==> src/rtl/onfi_tcalc_pkg.sv <==
package onfi_tcalc_pkg;

    localparam int TNS_W    = 8;
    localparam int MODE_W   = 3;
    localparam int MAX_MODE = 5;

    localparam int G_ACC  = 0;
    localparam int G_ADL  = 1;
    localparam int G_RHW  = 2;
    localparam int G_RHZ  = 3;
    localparam int G_WHR  = 4;
    localparam int G_CS   = 5;
    localparam int N_GROW = 6;

    typedef logic [TNS_W-1:0] tns_t;

    typedef struct packed {
        tns_t rea;
        tns_t rp;
        tns_t reh;
        tns_t rc;
        tns_t rhoh;
        tns_t rloh;
        tns_t cea;
        tns_t adl;
        tns_t rhw;
        tns_t rhz;
        tns_t whr;
        tns_t cs;
    } mode_times_t;

    typedef enum logic [2:0] {
        RE_IDLE,
        RE_BASE,
        RE_HOLD,
        RE_CYCLE,
        RE_MULT,
        RE_WINDOW,
        RE_FIN
    } re_phase_t;

    function automatic logic [MODE_W-1:0] clamp_mode(input logic [MODE_W-1:0] m);
        return (int'(m) > MAX_MODE) ? MODE_W'(MAX_MODE) : m;
    endfunction

    function automatic mode_times_t lookup_times(input logic [MODE_W-1:0] m);
        mode_times_t t;
        case (m)
            3'd0: t = '{rea:8'd40, rp:8'd50, reh:8'd30, rc:8'd100, rhoh:8'd0, rloh:8'd0,
                        cea:8'd100, adl:8'd200, rhw:8'd200, rhz:8'd200, whr:8'd120, cs:8'd70};
            3'd1: t = '{rea:8'd30, rp:8'd25, reh:8'd15, rc:8'd50, rhoh:8'd15, rloh:8'd0,
                        cea:8'd45, adl:8'd100, rhw:8'd100, rhz:8'd100, whr:8'd80, cs:8'd35};
            3'd2: t = '{rea:8'd25, rp:8'd17, reh:8'd15, rc:8'd35, rhoh:8'd15, rloh:8'd0,
                        cea:8'd30, adl:8'd100, rhw:8'd100, rhz:8'd100, whr:8'd80, cs:8'd25};
            3'd3: t = '{rea:8'd20, rp:8'd15, reh:8'd10, rc:8'd30, rhoh:8'd15, rloh:8'd0,
                        cea:8'd25, adl:8'd100, rhw:8'd100, rhz:8'd100, whr:8'd60, cs:8'd25};
            3'd4: t = '{rea:8'd20, rp:8'd12, reh:8'd10, rc:8'd25, rhoh:8'd15, rloh:8'd5,
                        cea:8'd25, adl:8'd70, rhw:8'd100, rhz:8'd100, whr:8'd60, cs:8'd20};
            default: t = '{rea:8'd16, rp:8'd10, reh:8'd7, rc:8'd20, rhoh:8'd15, rloh:8'd5,
                        cea:8'd25, adl:8'd70, rhw:8'd100, rhz:8'd100, whr:8'd60, cs:8'd15};
        endcase
        return t;
    endfunction

endpackage

==> src/rtl/onfi_tcalc_grow.sv <==
module onfi_tcalc_grow #(
    parameter int CLK_W = 8,
    parameter int CNT_W = 8,
    parameter int NS_W  = 16
) (
    input  logic             clk,
    input  logic             rst,
    input  logic             load,
    input  logic [CLK_W-1:0] step,
    input  logic [NS_W-1:0]  tgt_a,
    input  logic [NS_W-1:0]  tgt_b,
    output logic [CNT_W-1:0] cnt_o,
    output logic             idle_o
);

    logic [NS_W-1:0]  prod_q;
    logic [CNT_W-1:0] cnt_q;
    logic             active_q;
    logic             short_w;

    assign short_w = (prod_q < tgt_a) || (prod_q < tgt_b);

    always_ff @(posedge clk) begin
        if (rst) begin
            prod_q   <= '0;
            cnt_q    <= '0;
            active_q <= 1'b0;
        end else if (load) begin
            prod_q   <= '0;
            cnt_q    <= '0;
            active_q <= 1'b1;
        end else if (active_q) begin
            if (short_w) begin
                prod_q <= prod_q + NS_W'(step);
                cnt_q  <= cnt_q + CNT_W'(1);
            end else begin
                active_q <= 1'b0;
            end
        end
    end

    assign cnt_o  = cnt_q;
    assign idle_o = !active_q;

    // when a count settles its product covers both limits
    p_grow_met_r9: assert property (@(posedge clk) disable iff (rst)
        ($fell(active_q) && !load) |-> (prod_q >= tgt_a) && (prod_q >= tgt_b));

    // a settled count does not move until reloaded
    p_grow_still_r9: assert property (@(posedge clk) disable iff (rst)
        (!active_q && !load) |=> $stable(cnt_q));

endmodule

==> src/rtl/onfi_tcalc_re.sv <==
module onfi_tcalc_re
    import onfi_tcalc_pkg::*;
#(
    parameter int CLK_W          = 8,
    parameter int CNT_W          = 8,
    parameter int NS_W           = 16,
    parameter int MIN_RE_CYC     = 4,
    parameter int HOLD_MARGIN_NS = 2,
    parameter int WIN_MARGIN_NS  = 8
) (
    input  logic             clk,
    input  logic             rst,
    input  logic             load,
    input  logic [CLK_W-1:0] step,
    input  tns_t             t_rp,
    input  tns_t             t_reh,
    input  tns_t             t_rc,
    input  tns_t             t_rea,
    input  tns_t             t_rhoh,
    input  tns_t             t_rloh,
    output logic [CNT_W-1:0] lo_cnt_o,
    output logic [CNT_W-1:0] hi_cnt_o,
    output logic             fin_o
);

    localparam logic [NS_W-1:0]  HOLD_NS = NS_W'(HOLD_MARGIN_NS);
    localparam logic [NS_W-1:0]  WIN_NS  = NS_W'(WIN_MARGIN_NS);
    localparam logic [CNT_W:0]   MIN_CNT = (CNT_W+1)'(MIN_RE_CYC);

    re_phase_t        phase_q, phase_d;
    logic [CNT_W-1:0] lo_q, hi_q;
    logic [NS_W-1:0]  lo_ns_q, hi_ns_q;
    logic             bump_lo, bump_hi;

    logic [NS_W-1:0]  step_ns, sum_ns, inval_a, inval_b, inval_ns;
    logic [CNT_W:0]   sum_cnt;
    logic             window_ok;

    assign step_ns   = NS_W'(step);
    assign sum_ns    = lo_ns_q + hi_ns_q;
    assign sum_cnt   = {1'b0, lo_q} + {1'b0, hi_q};
    assign inval_a   = lo_ns_q + NS_W'(t_rhoh);
    assign inval_b   = sum_ns + NS_W'(t_rloh);
    assign inval_ns  = (inval_a < inval_b) ? inval_a : inval_b;
    assign window_ok = inval_ns >= (NS_W'(t_rea) + WIN_NS);

    always_comb begin
        phase_d = phase_q;
        bump_lo = 1'b0;
        bump_hi = 1'b0;
        case (phase_q)
            RE_BASE: begin
                bump_lo = lo_ns_q < NS_W'(t_rp);
                bump_hi = hi_ns_q < NS_W'(t_reh);
                if (!bump_lo && !bump_hi) phase_d = RE_HOLD;
            end
            RE_HOLD: begin
                bump_hi = hi_ns_q < (NS_W'(t_reh) + HOLD_NS);
                phase_d = RE_CYCLE;
            end
            RE_CYCLE: begin
                if (sum_ns < NS_W'(t_rc)) bump_lo = 1'b1;
                else                      phase_d = RE_MULT;
            end
            RE_MULT: begin
                if (sum_cnt < MIN_CNT) bump_lo = 1'b1;
                else                   phase_d = RE_WINDOW;
            end
            RE_WINDOW: begin
                if (!window_ok) bump_lo = 1'b1;
                else            phase_d = RE_FIN;
            end
            default: ;
        endcase
    end

    always_ff @(posedge clk) begin
        if (rst) begin
            phase_q <= RE_IDLE;
            lo_q    <= '0;
            hi_q    <= '0;
            lo_ns_q <= '0;
            hi_ns_q <= '0;
        end else if (load) begin
            phase_q <= RE_BASE;
            lo_q    <= '0;
            hi_q    <= '0;
            lo_ns_q <= '0;
            hi_ns_q <= '0;
        end else begin
            phase_q <= phase_d;
            if (bump_lo) begin
                lo_q    <= lo_q + CNT_W'(1);
                lo_ns_q <= lo_ns_q + step_ns;
            end
            if (bump_hi) begin
                hi_q    <= hi_q + CNT_W'(1);
                hi_ns_q <= hi_ns_q + step_ns;
            end
        end
    end

    assign lo_cnt_o = lo_q;
    assign hi_cnt_o = hi_q;
    assign fin_o    = (phase_q == RE_FIN);

    // final widths cover the strobe low and high minimums
    p_base_cover_r4: assert property (@(posedge clk) disable iff (rst)
        (fin_o && !load) |-> (lo_ns_q >= NS_W'(t_rp)) && (hi_ns_q >= NS_W'(t_reh)));

    // full read cycle is met
    p_cycle_met_r5: assert property (@(posedge clk) disable iff (rst)
        (fin_o && !load) |-> (sum_ns >= NS_W'(t_rc)));

    // cycle total reaches the minimum
    p_min_total_r6: assert property (@(posedge clk) disable iff (rst)
        (fin_o && !load) |-> (sum_cnt >= MIN_CNT));

    // data window margin holds at the end
    p_window_r7: assert property (@(posedge clk) disable iff (rst)
        (fin_o && !load) |-> window_ok);

    // the high count never moves after the hold step
    p_hi_frozen_r4: assert property (@(posedge clk) disable iff (rst)
        (!load && (phase_q == RE_CYCLE || phase_q == RE_MULT || phase_q == RE_WINDOW))
        |=> $stable(hi_q));

endmodule

==> src/rtl/onfi_tcalc.sv <==
module onfi_tcalc
    import onfi_tcalc_pkg::*;
#(
    parameter int CLK_W         = 8,
    parameter int CNT_W         = 8,
    parameter int MIN_RE_CYC    = 4,
    parameter int ACC_MARGIN_NS = 3
) (
    input  logic              clk,
    input  logic              rst,
    input  logic              start_i,
    input  logic [MODE_W-1:0] mode_i,
    input  logic [CLK_W-1:0]  period_ns_i,
    output logic              done_o,
    output logic [CNT_W-1:0]  re_low_o,
    output logic [CNT_W-1:0]  re_high_o,
    output logic [CNT_W-1:0]  access_o,
    output logic [CNT_W-1:0]  addr_data_o,
    output logic [CNT_W-1:0]  re_we_o,
    output logic [CNT_W-1:0]  re_re_o,
    output logic [CNT_W-1:0]  we_re_o,
    output logic [CNT_W-1:0]  cs_setup_o
);

    localparam int NS_W = CLK_W + CNT_W;

    logic [MODE_W-1:0] mode_q;
    logic [CLK_W-1:0]  period_q;
    logic              kick_q, running_q, done_q;
    mode_times_t       tm;

    logic [NS_W-1:0]   tgt_a [N_GROW];
    logic [NS_W-1:0]   tgt_b [N_GROW];
    logic [CNT_W-1:0]  grow_cnt [N_GROW];
    logic [N_GROW-1:0] grow_idle;
    logic              re_fin;

    always_ff @(posedge clk) begin
        if (rst) begin
            mode_q    <= '0;
            period_q  <= '0;
            kick_q    <= 1'b0;
            running_q <= 1'b0;
            done_q    <= 1'b0;
        end else begin
            kick_q <= start_i;
            if (start_i) begin
                mode_q    <= clamp_mode(mode_i);
                period_q  <= (period_ns_i == '0) ? CLK_W'(1) : period_ns_i;
                running_q <= 1'b1;
                done_q    <= 1'b0;
            end else if (running_q && !kick_q && (&grow_idle) && re_fin) begin
                running_q <= 1'b0;
                done_q    <= 1'b1;
            end
        end
    end

    assign tm = lookup_times(mode_q);

    always_comb begin
        for (int i = 0; i < N_GROW; i++) tgt_b[i] = '0;
        tgt_a[G_ACC] = NS_W'(tm.rea);
        tgt_b[G_ACC] = NS_W'(tm.rea) + NS_W'(ACC_MARGIN_NS);
        tgt_a[G_ADL] = NS_W'(tm.adl);
        tgt_a[G_RHW] = NS_W'(tm.rhw);
        tgt_a[G_RHZ] = NS_W'(tm.rhz);
        tgt_a[G_WHR] = NS_W'(tm.whr);
        tgt_a[G_CS]  = (tm.cs > tm.rp)   ? NS_W'(tm.cs - tm.rp)    : '0;
        tgt_b[G_CS]  = (tm.cea > tm.rea) ? NS_W'(tm.cea - tm.rea) : '0;
    end

    for (genvar g = 0; g < N_GROW; g++) begin : g_grow
        onfi_tcalc_grow #(
            .CLK_W (CLK_W),
            .CNT_W (CNT_W),
            .NS_W  (NS_W)
        ) u_grow (
            .clk    (clk),
            .rst    (rst),
            .load   (kick_q),
            .step   (period_q),
            .tgt_a  (tgt_a[g]),
            .tgt_b  (tgt_b[g]),
            .cnt_o  (grow_cnt[g]),
            .idle_o (grow_idle[g])
        );
    end

    onfi_tcalc_re #(
        .CLK_W      (CLK_W),
        .CNT_W      (CNT_W),
        .NS_W       (NS_W),
        .MIN_RE_CYC (MIN_RE_CYC)
    ) u_re (
        .clk      (clk),
        .rst      (rst),
        .load     (kick_q),
        .step     (period_q),
        .t_rp     (tm.rp),
        .t_reh    (tm.reh),
        .t_rc     (tm.rc),
        .t_rea    (tm.rea),
        .t_rhoh   (tm.rhoh),
        .t_rloh   (tm.rloh),
        .lo_cnt_o (re_low_o),
        .hi_cnt_o (re_high_o),
        .fin_o    (re_fin)
    );

    assign done_o      = done_q;
    assign access_o    = grow_cnt[G_ACC];
    assign addr_data_o = grow_cnt[G_ADL];
    assign re_we_o     = grow_cnt[G_RHW];
    assign re_re_o     = grow_cnt[G_RHZ];
    assign we_re_o     = grow_cnt[G_WHR];
    assign cs_setup_o  = grow_cnt[G_CS];

    // a start always withdraws the previous result
    p_start_clears_r1: assert property (@(posedge clk) disable iff (rst)
        start_i |=> !done_o);

    // a finished result is held until the next start
    p_done_holds_r2: assert property (@(posedge clk) disable iff (rst)
        (done_o && !start_i) |=> (done_o && $stable(re_low_o) && $stable(re_high_o)
            && $stable(access_o) && $stable(addr_data_o) && $stable(re_we_o)
            && $stable(re_re_o) && $stable(we_re_o) && $stable(cs_setup_o)));

    // the captured operands stay in range
    p_operands_r3: assert property (@(posedge clk) disable iff (rst)
        running_q |-> ((int'(mode_q) <= MAX_MODE) && (period_q != '0)));

endmodule

==> config.mk <==
export PLATFORM = sky130hd
export DESIGN_NAME = onfi_tcalc
export DESIGN_NICKNAME = d
export VERILOG_FILES = /design/src/rtl/onfi_tcalc_pkg.sv /design/src/rtl/onfi_tcalc_grow.sv /design/src/rtl/onfi_tcalc_re.sv /design/src/rtl/onfi_tcalc.sv
export SDC_FILE = /design/constraint.sdc
export NUM_CORES = 1
export LEC_CHECK = 0
export ABC_AREA = 1
export BUFFER_PORTS_ARGS = -buffer_cell sky130_fd_sc_hd__buf_2
export CORE_UTILIZATION = 63
export DETAILED_ROUTE_END_ITERATION = 8
export PLACE_DENSITY = 0.82
export SLEW_MARGIN = 40
export SYNTH_ARGS = -nofsm -noshare
export SYNTH_HDL_FRONTEND = slang
export SYNTH_SLANG_ARGS = --single-unit
==> constraint.sdc <==
create_clock -name clk -period 7.3 [get_ports clk]
set_input_delay 0.365 -clock clk [delete_from_list [all_inputs] [get_ports clk]]
set_output_delay 0.365 -clock clk [all_outputs]
set_load 0.02 [all_outputs]
==> metrics.md <==
| Metric | Value |
|---|---|
| Status | `finished, final reports clean` |
| Wire per inst | `15.81 um` |
| Most frequent cells in the layout | `nand2_1, inv_1, nor2_1` |
| Area Growth Syn to Fin | `11.05%` |
| IO buf count | `78` |
| Layout filler cell count | `1899` |
| I/O pin total | `79` |
| Synth unique cells | `50` |
| Total grt overflow | `0` |
| Detailed Route Iter0 Violations | `1096` |
| Worst path most repeated cell | `nand2_1` |
| Vias | `14247` |
| CP startpoint kind | `register` |
| Cells after DPL | `2450` |
| Asr flop ratio synth | `0%` |
| VDD IR max | `0.2350 mV` |
| Crit path largest cell delay | `0.42 ns` |
| DPL Wire Length | `28680 um` |
| Worst Clk Skew | `0.03387 ns` |
| Fin cells | `2493` |
| Sw frac | `40.52%` |
| Die X-Extent | `155.0 um` |
| Routability cong. | `1.006` |
| Clk network pwr share | `29.8%` |
| Final hold violation count | `0` |
| Setup TNS | `0 ns` |
| Crit Path Max Fanout | `38` |
| Synthesis warning total | `0` |
| Routed WL | `39410 um` |
| Die height | `155.0 um` |
| Effective utilization at floorplan | `64.72%` |
| Main synth FF type | `dfxtp_1` |
| ANT nets after route | `0` |
| Antenna diode count | `0` |
| Syn_nets | `2296` |
| Num CTS Buffers | `24` |
| Max cap viols | `0` |
| CP max stage cell | `fa_1` |
| Post-synth EDFFs | `0` |
| RSZ-0062 raised after global routing | `no` |
| Setup Crit Path Kind | `register to register` |
| 1st-pass router iterations | `6` |
| Deepest clock path buffer count | `3` |
| Crit share post-route | `84.85%` |
| Hold-fix buffers at CTS | `0` |
| Core Area | `0.02278 mm^2` |
| Die Area | `0.02402 mm^2` |
| Switching pwr | `1.925 mW` |
| Worst skew pair latency | `0.55 ns` |
| Number of global-route vias before repair | `13651` |
| Slew @ Worst Pin | `0.8190 ns` |
| Setup Viol. Count Final | `0` |
| Synth Area per Inst | `7.067 um^2` |
| H-tree level count | `1` |
| Pins Over Slew Limit | `0` |
| Final critical path time including I/O delays and setup | `6.194 ns` |
| Slew HR | `45.34%` |
| FMAX | `161.4 MHz` |
| Clk sink count | `215` |
| Synth area leaders | `dfxtp_1, ha_1, nand2_1` |
| # DRC | `0` |
| Cell taking the most area after synthesis | `dfxtp_1` |
| Nets | `2373` |
| Via density | `5.715` |
| Seq cells post-synth | `215` |
| Critical Path RT | `7.75 ns` |
| Leak | `7.679 nW` |
| Hold Path Class | `input port to register` |
| Row count | `55` |
| Critical path data arrival time | `6.64 ns` |
| Post-CTS resize count | `0` |
| CP Capture Type | `register` |
| Largest net degree at the start of global routing | `95` |
| Total GRT Usage | `33.13%` |
| Sequential fraction of the synthesis area | `29.20%` |
| R2R setup slack | `1.11 ns` |
| Cells after Synth | `2086` |
| Share of post-route cells with drive strength above 1 | `8.303%` |
| Internal power | `2.826 mW` |
| Gate power share | `40.8%` |
| Commonest non-fill, non-tap cell in the layout | `nand2_1` |
| Core Util, Final | `71.87%` |
| First-pass GRT wire length | `65060 um` |
| Post-synth top area share | `29.20%` |
| Initial antenna violation count | `0` |
| Syn Std Cell Area | `0.01474 mm^2` |
| Clock Pin Slew Worst Setup and Hold Paths | `0.07 ns` |
| Pwr Density | `290.2 mW/mm^2` |
| Total setup buffers inserted after CTS | `0` |
| Part of the power in registers | `29.5%` |
| CTS tree | `built` |
| Clock tree root driver cell | `clkbuf_16` |
## path summary, 6_finish.rpt
check / from / end / depth (start not counted)
max: mode_q[0]$_SDFFE_PP0P_ / u_re.lo_ns_q[15]$_SDFFE_PP0P_ / 37
min: period_ns_i[5] / period_q[5]$_SDFFE_PP0P_ / 3
max reg2reg: mode_q[0]$_SDFFE_PP0P_ / u_re.lo_ns_q[15]$_SDFFE_PP0P_ / 37
min reg2reg: g_grow[0].u_grow.prod_q[13]$_SDFFE_PP0P_ / g_grow[0].u_grow.prod_q[13]$_SDFFE_PP0P_ / 2
## Yosys cell counts, types with 2 or more instances
cell type,number
a21oi_1,200
o21ai_1,6
dfxtp_1,215
o21bai_1,4
o21ai_0,120
xor2_1,54
buf_6,2
ha_1,185
buf_1,4
a21oi_2,2
nor2_1,232
a31oi_1,6
nand4_1,34
o31ai_1,2
a21boi_0,3
nor3_1,40
or2_2,3
inv_2,13
nand2_2,13
clkbuf_1,24
and2_1,4
fa_1,11
nand3_1,127
buf_2,5
nand2_4,3
o21a_1,10
clkinv_1,2
xnor2_1,21
nand3b_1,10
a21o_1,2
nor2_2,9
inv_1,289
nand3_2,5
o22ai_1,3
and3_1,3
a211oi_1,18
nor4_1,23
nand2_1,353
nor3b_1,10
o211ai_1,6
## critical path, delay by kind of cell, from the launching register on
kind,cells,cell delay (ns)
adder cells (fa/ha/maj),4,1.29
AO/OA/AOI/OAI,7,0.95
XOR/XNOR,1,0.25
AND/OR/NAND/NOR,21,2.56
buffers and inverters,4,0.69
flip-flops,1,0.35
## power by group through the flow
stage	clock, mW	combinational, mW	sequential, mW
3_3_place_gp	0	1.79	1.41
4_1_cts	1.43	1.90	1.39
2_1_floorplan	0	1.46	1.38
5_1_grt	1.47	2.18	1.41
6_report	1.41	1.94	1.40
3_5_place_dp	0	1.87	1.42
## flip-flops by register name, summed over array words and instances, names as in the netlist
register	flops
u_re.lo_cnt_o	8
done_o	1
u_re.phase_q	3
u_re.hi_cnt_o	8
period_q	8
running_q	1
u_re.hi_ns_q	16
g_grow.u_grow.prod_q	96
g_grow.u_grow.active_q	6
mode_q	3
kick_q	1
u_re.lo_ns_q	16
g_grow.u_grow.cnt_o	48
## per-stage QoR
step | area (um^2) | worst slack, ns | hold WS (ns) | power [mW]
2_1_floorplan | 14740 | 1.959 | 0.4080 | 2.844
3_3_place_gp | 15430 | 1.327 | 0.4145 | 3.207
3_5_place_dp | 15440 | 1.249 | 0.4201 | 3.289
4_1_cts | 16370 | 1.174 | 0.03056 | 4.726
5_1_grt | 16370 | 0.4638 | 0.05644 | 5.063
6_report | 16370 | 1.106 | 0.04309 | 4.752
## layout make-up
type | instances | area, um^2 | share of cell area (%)
multi-input combinational | 1530 | 9129 | 55.76
sequential | 215 | 4304 | 26.29
inverter | 304 | 1142 | 6.978
clock buffer | 29 | 659.4 | 4.028
timing repair buffer | 88 | 473.0 | 2.889
tap | 313 | 391.6 | 2.392
clock inverter | 14 | 271.5 | 1.659
## layer usage
metal,global-route usage (%),routed length [um],vias to the layer above,share of wire (%)
met5,0,0,-,0
met1,40.50,16380,6565,42
met2,56.01,18340,471,47
met4,17.54,1914,0,4.9
li1,-,-,7090,-
met3,5.376,2778,121,7.0
## cell families after synthesis
kind of cell	count (synthesis)	synth area share [%]
buf+inv	341	8.929
simple gates	871	26.04
flops	215	29.20
other cells	1	0.02544
fa+ha+maj	196	17.20
compound gates	387	14.16
xor+xnor	75	4.456
No activity file was read; power rests on OpenSTA's default activity.
